$ cat src/rtl/spi_flow_pkg.sv
package spi_flow_pkg;
  parameter int unsigned BYTE_W = 8;
  typedef logic [BYTE_W-1:0] byte_t;
  localparam byte_t NODATA_MAX = 8'h0F;

  typedef enum logic [1:0] {
    PH_CMD,
    PH_WR,
    PH_RD,
    PH_IDLE
  } phase_e;
endpackage

$ cat src/rtl/spi_sync.sv
module spi_sync #(
  parameter int unsigned W = 3,
  parameter logic [W-1:0] RST_VAL = '0
) (
  input  logic         clk_i,
  input  logic         rst_ni,
  input  logic [W-1:0] d_i,
  output logic [W-1:0] q_o
);
  logic [W-1:0] s1_q, s2_q;

  always_ff @(posedge clk_i or negedge rst_ni) begin
    if (!rst_ni) begin
      s1_q <= RST_VAL;
      s2_q <= RST_VAL;
    end else begin
      s1_q <= d_i;
      s2_q <= s1_q;
    end
  end

  assign q_o = s2_q;
endmodule

$ cat src/rtl/spi_byte_fifo.sv
module spi_byte_fifo import spi_flow_pkg::*; #(
  parameter int unsigned DEPTH = 32
) (
  input  logic  clk_i,
  input  logic  rst_ni,
  input  logic  clr_i,
  input  logic  push_i,
  input  byte_t wdata_i,
  input  logic  pop_i,
  output byte_t head_o,
  output logic  full_o,
  output logic  empty_o
);
  localparam int unsigned AW = (DEPTH > 1) ? $clog2(DEPTH) : 1;
  localparam int unsigned CW = AW + 1;
  localparam logic [AW-1:0] LAST = AW'(DEPTH - 1);

  byte_t         mem_q [DEPTH];
  logic [AW-1:0] wr_ptr_q, rd_ptr_q;
  logic [CW-1:0] cnt_q;
  logic          do_push, do_pop;

  assign full_o  = (cnt_q == CW'(DEPTH));
  assign empty_o = (cnt_q == '0);
  assign do_push = push_i && !full_o;
  assign do_pop  = pop_i && !empty_o;
  assign head_o  = mem_q[rd_ptr_q];

  always_ff @(posedge clk_i) begin
    if (do_push && !clr_i) mem_q[wr_ptr_q] <= wdata_i;
  end

  always_ff @(posedge clk_i or negedge rst_ni) begin
    if (!rst_ni) begin
      wr_ptr_q <= '0;
      rd_ptr_q <= '0;
      cnt_q    <= '0;
    end else if (clr_i) begin
      wr_ptr_q <= '0;
      rd_ptr_q <= '0;
      cnt_q    <= '0;
    end else begin
      if (do_push) wr_ptr_q <= (wr_ptr_q == LAST) ? '0 : wr_ptr_q + 1'b1;
      if (do_pop)  rd_ptr_q <= (rd_ptr_q == LAST) ? '0 : rd_ptr_q + 1'b1;
      case ({do_push, do_pop})
        2'b10:   cnt_q <= cnt_q + 1'b1;
        2'b01:   cnt_q <= cnt_q - 1'b1;
        default: cnt_q <= cnt_q;
      endcase
    end
  end

  AST_NO_OVERFLOW: assert property (@(posedge clk_i) disable iff (!rst_ni)
    cnt_q <= CW'(DEPTH));
  AST_POP_NONEMPTY: assert property (@(posedge clk_i) disable iff (!rst_ni)
    pop_i && !clr_i |-> !empty_o);
endmodule

$ cat src/rtl/spi_xfer_ctrl.sv
module spi_xfer_ctrl import spi_flow_pkg::*; (
  input  logic  clk_i,
  input  logic  rst_ni,
  input  logic  sclk_i,
  input  logic  ss_i,
  input  logic  mosi_i,
  input  byte_t status_i,
  input  byte_t head_i,
  input  logic  empty_i,
  input  logic  full_i,
  output logic  push_o,
  output byte_t push_data_o,
  output logic  pop_o,
  output logic  clr_o,
  output logic  dir_wr_o,
  output byte_t cmd_o,
  output logic  cmd_valid_o,
  output logic  miso_o,
  output logic  miso_oe_o,
  output logic  rdy_o
);
  localparam int unsigned CNT_W = $clog2(BYTE_W);
  localparam logic [CNT_W-1:0] LAST_BIT = CNT_W'(BYTE_W - 1);

  logic             sclk_d_q, ss_d_q;
  logic [CNT_W-1:0] bit_cnt_q;
  byte_t            rx_q, tx_q, cmd_q;
  phase_e           phase_q;
  logic             need_rd_q, dir_wr_q, cmd_vld_q, miso_q, oe_q;
  logic             rise, fall, byte_done, has_data;
  byte_t            rx_next;

  always_ff @(posedge clk_i or negedge rst_ni) begin
    if (!rst_ni) begin
      sclk_d_q <= 1'b1;
      ss_d_q   <= 1'b1;
    end else begin
      sclk_d_q <= sclk_i;
      ss_d_q   <= ss_i;
    end
  end

  assign rise      = !ss_i && !ss_d_q && sclk_i && !sclk_d_q;
  assign fall      = !ss_i && !ss_d_q && !sclk_i && sclk_d_q;
  assign rx_next   = {rx_q[BYTE_W-2:0], mosi_i};
  assign byte_done = rise && (bit_cnt_q == LAST_BIT);
  assign has_data  = (rx_next > NODATA_MAX);

  always_ff @(posedge clk_i or negedge rst_ni) begin
    if (!rst_ni) begin
      bit_cnt_q <= '0;
      rx_q      <= '0;
      tx_q      <= '0;
      cmd_q     <= '0;
      phase_q   <= PH_CMD;
      need_rd_q <= 1'b0;
      dir_wr_q  <= 1'b0;
      cmd_vld_q <= 1'b0;
      miso_q    <= 1'b0;
      oe_q      <= 1'b0;
    end else begin
      cmd_vld_q <= 1'b0;
      if (ss_i) begin
        // idle or abort: partial byte discarded
        bit_cnt_q <= '0;
        phase_q   <= PH_CMD;
        need_rd_q <= 1'b0;
        oe_q      <= 1'b0;
      end else if (ss_d_q) begin
        tx_q      <= status_i;
        miso_q    <= status_i[BYTE_W-1];
        oe_q      <= 1'b1;
        bit_cnt_q <= '0;
        phase_q   <= PH_CMD;
      end else begin
        if (rise) begin
          rx_q      <= rx_next;
          bit_cnt_q <= bit_cnt_q + 1'b1;
          tx_q      <= {tx_q[BYTE_W-2:0], 1'b0};
          if (byte_done) begin
            unique case (phase_q)
              PH_CMD: begin
                cmd_q     <= rx_next;
                cmd_vld_q <= 1'b1;
                if (has_data) begin
                  dir_wr_q  <= rx_next[BYTE_W-1];
                  phase_q   <= rx_next[BYTE_W-1] ? PH_WR : PH_RD;
                  need_rd_q <= !rx_next[BYTE_W-1];
                end else begin
                  phase_q <= PH_IDLE;
                end
              end
              PH_RD:   need_rd_q <= 1'b1;
              default: ;
            endcase
          end
        end
        // peek next read byte; popped only once fully sent
        if (need_rd_q && !empty_i) begin
          tx_q      <= head_i;
          need_rd_q <= 1'b0;
        end
        if (fall) miso_q <= tx_q[BYTE_W-1];
      end
    end
  end

  assign push_o      = byte_done && (phase_q == PH_WR);
  assign push_data_o = rx_next;
  assign pop_o       = byte_done && (phase_q == PH_RD);
  assign clr_o       = byte_done && (phase_q == PH_CMD) && has_data &&
                       (rx_next[BYTE_W-1] != dir_wr_q);
  assign dir_wr_o    = dir_wr_q;
  assign cmd_o       = cmd_q;
  assign cmd_valid_o = cmd_vld_q;
  assign miso_o      = miso_q;
  assign miso_oe_o   = oe_q;
  assign rdy_o       = !((need_rd_q && empty_i) || ((phase_q == PH_WR) && full_i));

  AST_BUSY_AT_BOUNDARY: assert property (@(posedge clk_i) disable iff (!rst_ni)
    !rdy_o |-> bit_cnt_q == '0);
  AST_CMD_PULSE: assert property (@(posedge clk_i) disable iff (!rst_ni)
    cmd_valid_o |=> !cmd_valid_o);
  AST_OE_RELEASE: assert property (@(posedge clk_i) disable iff (!rst_ni)
    ss_i |=> !miso_oe_o);
  AST_NODATA_QUIET: assert property (@(posedge clk_i) disable iff (!rst_ni)
    phase_q == PH_IDLE |-> !push_o && !pop_o && !clr_o);
endmodule

$ cat src/rtl/spi_flow_slave.sv
module spi_flow_slave import spi_flow_pkg::*; #(
  parameter int unsigned DEPTH = 32
) (
  input  logic              clk_i,
  input  logic              rst_ni,
  input  logic              sclk_i,
  input  logic              ss_ni,
  input  logic              mosi_i,
  output logic              miso_o,
  output logic              miso_oe_o,
  output logic              rdy_o,
  input  logic [BYTE_W-1:0] status_i,
  output logic [BYTE_W-1:0] cmd_o,
  output logic              cmd_valid_o,
  input  logic              prod_valid_i,
  input  logic [BYTE_W-1:0] prod_data_i,
  output logic              prod_ready_o,
  output logic              cons_valid_o,
  output logic [BYTE_W-1:0] cons_data_o,
  input  logic              cons_ready_i
);
  logic [2:0] sync_q;
  logic       spi_push, spi_pop, fifo_clr, dir_wr;
  logic       fifo_push, fifo_pop, fifo_full, fifo_empty;
  byte_t      spi_data, fifo_wdata, fifo_head;

  spi_sync #(.W(3), .RST_VAL(3'b110)) u_sync (
    .clk_i (clk_i),
    .rst_ni(rst_ni),
    .d_i   ({sclk_i, ss_ni, mosi_i}),
    .q_o   (sync_q)
  );

  spi_xfer_ctrl u_ctrl (
    .clk_i      (clk_i),
    .rst_ni     (rst_ni),
    .sclk_i     (sync_q[2]),
    .ss_i       (sync_q[1]),
    .mosi_i     (sync_q[0]),
    .status_i   (status_i),
    .head_i     (fifo_head),
    .empty_i    (fifo_empty),
    .full_i     (fifo_full),
    .push_o     (spi_push),
    .push_data_o(spi_data),
    .pop_o      (spi_pop),
    .clr_o      (fifo_clr),
    .dir_wr_o   (dir_wr),
    .cmd_o      (cmd_o),
    .cmd_valid_o(cmd_valid_o),
    .miso_o     (miso_o),
    .miso_oe_o  (miso_oe_o),
    .rdy_o      (rdy_o)
  );

  assign prod_ready_o = !dir_wr && !fifo_full;
  assign cons_valid_o = dir_wr && !fifo_empty;
  assign cons_data_o  = fifo_head;
  assign fifo_push    = dir_wr ? spi_push : (prod_valid_i && prod_ready_o);
  assign fifo_wdata   = dir_wr ? spi_data : prod_data_i;
  assign fifo_pop     = dir_wr ? (cons_valid_o && cons_ready_i) : spi_pop;

  spi_byte_fifo #(.DEPTH(DEPTH)) u_fifo (
    .clk_i  (clk_i),
    .rst_ni (rst_ni),
    .clr_i  (fifo_clr),
    .push_i (fifo_push),
    .wdata_i(fifo_wdata),
    .pop_i  (fifo_pop),
    .head_o (fifo_head),
    .full_o (fifo_full),
    .empty_o(fifo_empty)
  );

  AST_PROD_GATED: assert property (@(posedge clk_i) disable iff (!rst_ni)
    prod_ready_o |-> !fifo_full);
endmodule

$ cat config.mk
export PLATFORM = sky130hd
export DESIGN_NAME = spi_flow_slave
export DESIGN_NICKNAME = d
export VERILOG_FILES = /design/src/rtl/spi_flow_pkg.sv /design/src/rtl/spi_sync.sv /design/src/rtl/spi_byte_fifo.sv /design/src/rtl/spi_xfer_ctrl.sv /design/src/rtl/spi_flow_slave.sv
export SDC_FILE = /design/constraint.sdc
export NUM_CORES = 1
export LEC_CHECK = 0
export BUFFER_PORTS_ARGS = -buffer_cell sky130_fd_sc_hd__clkbuf_2
export CAP_MARGIN = 20
export CORE_MARGIN = 5
export CORE_UTILIZATION = 40
export CTS_CLUSTER_DIAMETER = 50
export DETAILED_ROUTE_END_ITERATION = 6
export PLACE_DENSITY_LB_ADDON = 0.25
export SETUP_SLACK_MARGIN = 0.1
export SYNTH_ARGS = -nofsm -noshare
export SYNTH_HDL_FRONTEND = slang
export SYNTH_SLANG_ARGS = --single-unit
$ cat constraint.sdc
create_clock -name clk_i -period 3.1 [get_ports clk_i]
set_clock_uncertainty 0.1 [all_clocks]
set_input_delay 0.465 -clock clk_i [delete_from_list [all_inputs] [get_ports clk_i]]
set_output_delay 0.465 -clock clk_i [all_outputs]
set_load 0.005 [all_outputs]
# Word level (Yosys, flattened, before mapping)
# Memories as Yosys holds them, arrays and structs flattened.
# Index checks and enable logic that the tools add are counted.
[op_classes]
mux = 42
eq_ne = 11
addsub = 5
n_lt_le_gt_ge = 1
n_reduce_logical = 53
bitwise_logic = 2
[op_table]
columns = ["operator", "count"]
rows = [
  ["$mux W8", 4],
  ["$mux W5", 6],
  ["$logic_and A1 B1 Y1", 21],
  ["$reduce_bool A3 Y1", 7],
  ["$mux W1", 19],
  ["$mux W2", 7],
  ["$pmux W6 S2", 1],
  ["$add A5 B1 Y5 const B", 2],
  ["$eq A5 B5 Y1 const B", 2],
  ["$logic_not A1 Y1", 10],
  ["$reduce_and A5 Y1", 2],
  ["$mux W3", 3],
  ["$gt A8 B4 Y1 const B", 1],
  ["$reduce_bool A2 Y1", 4],
  ["$add A6 B1 Y6 const B", 1],
  ["$eq A6 B6 Y1 const B", 1],
  ["$logic_not A6 Y1", 1],
  ["$mux W6", 1],
  ["$reduce_and A3 Y1", 2],
  ["$reduce_and A6 Y1", 1],
  ["$sub A6 B1 Y6 const B", 1],
  ["$eq A2 B1 Y1 const B", 2],
  ["$eq A2 B2 Y1 const B", 2],
  ["$ne A4 B2 Y1 const B", 1],
  ["other kinds (10)", 12],
]
[word_totals]
ramBits = 256
output_inout_bits = 22
inputBits = 23
n_memories = 1
reg_bits = 57
wordCells = 132
[mem_list]
columns = ["name", "depth", "word_bits", "rd", "rd_ports_with_merged_regs", "wr", "line", "rtl"]
rows = [
  ["u_fifo.mem_q", 32, 8, 1, 0, 1, "spi_byte_fifo.sv:18", "byte_t mem_q [DEPTH];"],
]

# Depth between registers and ports, before layout
[depth]
word_depth = 12
depth_mapped = 12
ltp_nobuf = 12

# Hierarchy
# A second synthesis with hierarchy kept.
[unflattened]
cells_unflattened = 690
area_unflattened_um2 = 12962.4
[by_module_without_submodules]
columns = ["module", "area_per_inst_um2", "instances", "cells_each"]
rows = [
  ["spi_byte_fifo", 10954.3, 1, 517],
  ["spi_xfer_ctrl", 1686.6, 1, 153],
  ["spi_flow_slave", 166.4, 1, 14],
  ["spi_sync", 155.1, 1, 6],
]

# Worst setup path after synthesis
# OpenSTA, ideal clock, no wires.
[synth_path]
path_kind = "register to register"
from = "reg u_sync.s2_q[1], in the netlist u_sync.q_o[1]"
to = "reg u_fifo.cnt_q[4]"
path_slack_ns = 0.267
setup_time_ns = 0.134
arrival_ns = 2.599
path_stages_with_launch = 13
path_cell_list = "dfstp_2 -> clkbuf_1 -> nor4b_2 -> buf_2 -> a22o_1 -> o211ai_2 -> xnor2_1 -> ha_1 -> nor2_1 -> a2111oi_0 -> o221ai_1 -> mux2i_1 -> o211ai_1"
[synth_via]
elab_chain_cells = 11
[synth_lines]
columns = ["element", "line", "rtl"]
rows = [
  ["start: declaration", "spi_sync.sv:10", "logic [W-1:0] s1_q, s2_q;"],
  ["start signal: assignment", "spi_sync.sv:18", "s2_q <= s1_q;"],
  ["$logic_not A1 Y1 *", "spi_xfer_ctrl.sv:43", "assign rise = !ss_i && !ss_d_q && sclk_i && !sclk_d_q;"],
  ["$logic_and A1 B1 Y1 * (3 in a row)", "spi_xfer_ctrl.sv:43", ""],
  ["$logic_and A1 B1 Y1 *", "spi_xfer_ctrl.sv:46", "assign byte_done = rise && (bit_cnt_q == LAST_BIT);"],
  ["$logic_and A1 B1 Y1, on equally long branches", "spi_xfer_ctrl.sv:110, spi_xfer_ctrl.sv:108", ""],
  ["$mux W1, on equally long branches", "spi_flow_slave.sv:61, spi_flow_slave.sv:59", ""],
  ["$logic_and A1 B1 Y1, on equally long branches", "spi_byte_fifo.sv:26, spi_byte_fifo.sv:25", ""],
  ["$eq A2 B1 Y1 or $eq A2 B2 Y1 (tied branches)", "spi_byte_fifo.sv:45", "case ({do_push, do_pop})"],
  ["$pmux W6 S2", "spi_byte_fifo.sv:45", ""],
  ["$mux W6", "spi_byte_fifo.sv:38", "end else if (clr_i) begin"],
  ["end signal: assignment", "spi_byte_fifo.sv:46", "2'b10: cnt_q <= cnt_q + 1'b1;"],
  ["end signal: assignment", "spi_byte_fifo.sv:47", "2'b01: cnt_q <= cnt_q - 1'b1;"],
  ["end signal: assignment", "spi_byte_fifo.sv:48", "default: cnt_q <= cnt_q;"],
  ["end: declaration", "spi_byte_fifo.sv:20", "logic [CW-1:0] cnt_q;"],
]
# Mark *: on every way between the ends. The rest lies on a longest branch, timed or not.
# A chain may end at the register's enable or synchronous reset.

# Worst setup path after layout
[layout_path]
from = "reg u_fifo.rd_ptr_q[0]"
to = "out cons_data_o[0]"
[layout_via]
elab_chain_cells = 1
[layout_lines]
columns = ["element", "line", "rtl"]
rows = [
  ["start: declaration", "spi_byte_fifo.sv:19", "logic [AW-1:0] wr_ptr_q, rd_ptr_q;"],
  ["start signal: assignment", "spi_byte_fifo.sv:44", "if (do_pop) rd_ptr_q <= (rd_ptr_q == LAST) ? '0 : rd_ptr_q + 1'b1;"],
  ["$mem_v2 Z32 W8", "--", ""],
  ["end: declaration", "spi_flow_slave.sv:19", "output logic [BYTE_W-1:0] cons_data_o,"],
]
# No other way between the ends.

==> results.ini <==
[place]
cell_count_post_placement = 1320
port_buffers = 44
place.detailed.hpwl_um = 19000
routabilityCongestion = 0.816

[cts]
numCtsBuffers = 35
cts.sinks = 313
root_buffer = clkbuf_16
cts_tree = done
clock_latency_on_the_worst_skew_pair_ns = 0.51
clkTransAtPathRegs_ns = 0.06
htreeDepth = 2
clock_path_buffers = 3

[setup_path]
rr_startpoint = u_sync.q_o[2]
critical_path.most_common_cell = mux4_2
worst-endpoint-arrival_ns = 2.60
crit_path_max_incr_delay_ns = 0.52
endpoint = cons_data_o[0]
ff2ff_setup_slack_ns = 0.16
cp_max_stage_cell = mux4_2
cp_max_fo = 6
timing.critical_path.from_type = flop
worst-setup-path-type = flop to output pin
worst_setup_path_end_kind = output pin
worstSetupPathDepth = 5
top_delay_family_on_crit_path = multiplexers
worst-r2r-cell-count = 12
cp-startpoint = u_fifo.rd_ptr_q[0]
end_of_the_worst_register_to_register_path = u_fifo.cnt_q[4]
cp_num_buf_inv = 2
worstPathCellList = buf_12 -> mux4_2 -> mux4_2 -> mux2_4 -> clkbuf_2
timing.critical_path.required_ns = 2.53

[status]
status = finished, violations left
violations_in_the_final_reports = DRC, setup timing

[finish]
nNetsFinal = 984
layout.core_utilization_pct = 48.7
post_route_cells_drive_above_1_share_pct = 27.9
filler_cell_count = 2700
finalNonFillerCells = 1416
insertedDiodeCount = 0
area_delta_synth_final_pct = 20.9

[synthesis]
postSynthCellCount = 838
post_synth_main_area_contributors = edfxtp_1 59%, dfrtp_1 9.8%, mux2i_1 6.5%, mux4_2 4.5%, a22oi_1 2.1%
yosysWarnings = 0
seq_total_area_yosys_pct = 70.1
post-synth-top-count-cell = edfxtp_1
post_synth_most_frequent_cells = 256 x edfxtp_1, 85 x mux2i_1, 71 x nor2_1
synth.lib_cells_used.distinct = 64
synth.cell_area_um2 = 13000
post_synth.cell_area_avg_um2 = 15.5
post-synth-top-area-fraction_pct = 59.1
synth-seq-cells = 313
synth_top_flop_cell = edfxtp_1
async_reset_ff_share_pct = 18.2
syn-num-nets = 873
post-synth-top-area-cell = edfxtp_1
synth_enable_flop_cells = 256

[sta]
timing.final.setup_violations = 2
timing.final.ws_setup_ns = -0.0661
post-route-period-util_pct = 102
timing_worst_slew_pin_value_ns = 0.855
relSlewSlack_pct = 42.8
finalMaxSlewViolations = 0
fmaxAchievable_ghz = 0.316
final_hold_viol_count = 0
unrepaired_setup_endpoints_after_global_routing = yes
post-route-min-period_ns = 3.17

[floorplan]
initial_core_util_pct = 40.3
die-height_um = 190
floorplan.core_area_um2 = 32300
placement_rows = 66
die-area_um2 = 36200
boundary_pin_count = 45
floorplan.die.width_um = 190

[global_route]
grt_start_max_net_pins = 35
grt_antenna_before_repair = 1
grt_pass1_vias = 7563
globalRouteTotalUtil_pct = 16.6
grt-ovfl-total = 0
grt_first_pass_wirelength_um = 46000

[power]
irDropWorstVdd_mv = 0.374
cell_area_power_density_nw_per_um2 = 633
total_power_w = 0.00995
reported_leakage_power_nw = 5.38

[min_path]
holdCritPathClass = input pin to flop

[drt]
post_drt_wl_per_cell_um = 21.7
routed_wl_um = 30700
drt-pass1-iter-count = 7
drt_drc_violations_left = 3
detailedRoute.firstIterationViolations = 615
final_antenna_net_count = 0
route.detailed.vias_per_inst = 5.32
route.vias.total = 7529

[job]
cap_violations = 0

-- tightest hold or removal path, stage by stage --
cell and delay (ns):
clkbuf_2 0.07, a22oi_1 0.07, a21oi_1 0.13
-- what timing repair did --
item | 4_1_cts | 5_1_grt
setup buffers | 15 | 9
endpoints found under the hold margin | 18 | 0
hold buffers | 4 | 0
endpoints found under the setup margin | 9 | 140
gates cloned | 3 | 4
resized for setup | 20 | 53
pin swaps | 17 | 24
-- cell families after synthesis --
family | count (synthesis) | synth area share [%]
flops | 313 | 70.1
simple gates | 217 | 8.18
mux | 128 | 12.5
compound gates | 111 | 5.83
buf+inv | 51 | 1.82
fa+ha+maj | 12 | 1.15
xor+xnor | 6 | 0.404
-- per-layer routing --
metal  vias to the layer above  track usage [%]  share of wire, %
li1                       3488                -                 -
met1                      3764             23.9                45
met2                       220             26.0                48
met3                        55             2.75               5.1
met4                         2             5.41               2.7
met5                         -                0             0.023
-- state kept, by name, summed over array words and instances, names as in the netlist, 2 cells and up --
| name | flops |
|---|---|
| u_ctrl.bit_cnt_q | 3 |
| u_fifo.mem_q | 256 |
| u_ctrl.phase_q | 2 |
| u_ctrl.rx_q | 7 |
| u_fifo.cnt_q | 6 |
| u_fifo.rd_ptr_q | 5 |
| u_fifo.wr_ptr_q | 5 |
| u_sync.s1_q | 3 |
| u_ctrl.tx_q | 8 |
| u_sync.q_o | 3 |
| u_ctrl.cmd_o | 8 |
-- cell usage in the layout (no fill, tap or decap), drive strengths merged, types with 3 or more instances in the layout --
cell type    count
a21oi           37
a222oi           7
buf             70
nor3             5
dfstp            6
mux2i           85
and3             3
clkinv          12
and2             3
a22oi           36
ha              12
inv             10
xnor2            3
nor2b           10
mux2            17
nand3b           6
nor3b            3
o211ai           3
nand3           28
or2              3
xor2             3
nand2           58
nand4            8
o21ai           11
dlygate4sd3      4
clkbuf          88
nor2            73
mux4            26
dfrtp           51
edfxtp         256
-- per-stage QoR --
stage	area (um2)	TNS (ns)	hold WS [ns]	setup slack [ns]
after CTS	15300	-0.203	0.166	-0.0764
after floorplan	13000	0	0.0694	0.267
after global placement	13900	0	0.243	0.0937
final	15700	-0.0951	0.174	-0.0661
after detailed placement	13900	0	0.237	0.0618
after global routing	15700	-0.267	0.174	-0.130
-- how the worst min path moves through the flow --
stage / startpoint / end / slack [ns] / cells past startpoint
2_1_floorplan: rst_ni / u_ctrl.bit_cnt_q[0] / 0.07 / 0
3_3_place_gp: u_sync.s1_q[0] / u_sync.q_o[0] / 0.24 / 0
3_5_place_dp: u_sync.s1_q[0] / u_sync.q_o[0] / 0.24 / 0
4_1_cts: status_i[0] / u_ctrl.tx_q[0] / 0.17 / 3
5_1_grt: status_i[7] / u_ctrl.miso_o / 0.17 / 3
6_report: status_i[0] / u_ctrl.tx_q[0] / 0.17 / 3
-- power breakdown --
part | leakage [nW] | switching (W) | internal [W]
logic | 1.83 | 0.000631 | 0.000393
registers | 3.02 | 0.000196 | 0.00485
clock network | 0.531 | 0.00164 | 0.00224
total | 5.38 | 0.00247 | 0.00748
-- final cells by class --
class / instances / area [um2] / share of cell area (%)
multi-input combinational: 474 / 3910 / 24.9
inverter: 7 / 30.0 / 0.191
tap: 442 / 553 / 3.52
clock buffer: 44 / 931 / 5.92
timing repair buffer: 118 / 1030 / 6.53
clock inverter: 18 / 145 / 0.923
sequential: 313 / 9130 / 58.0
Power figures use the tool's default switching activity.
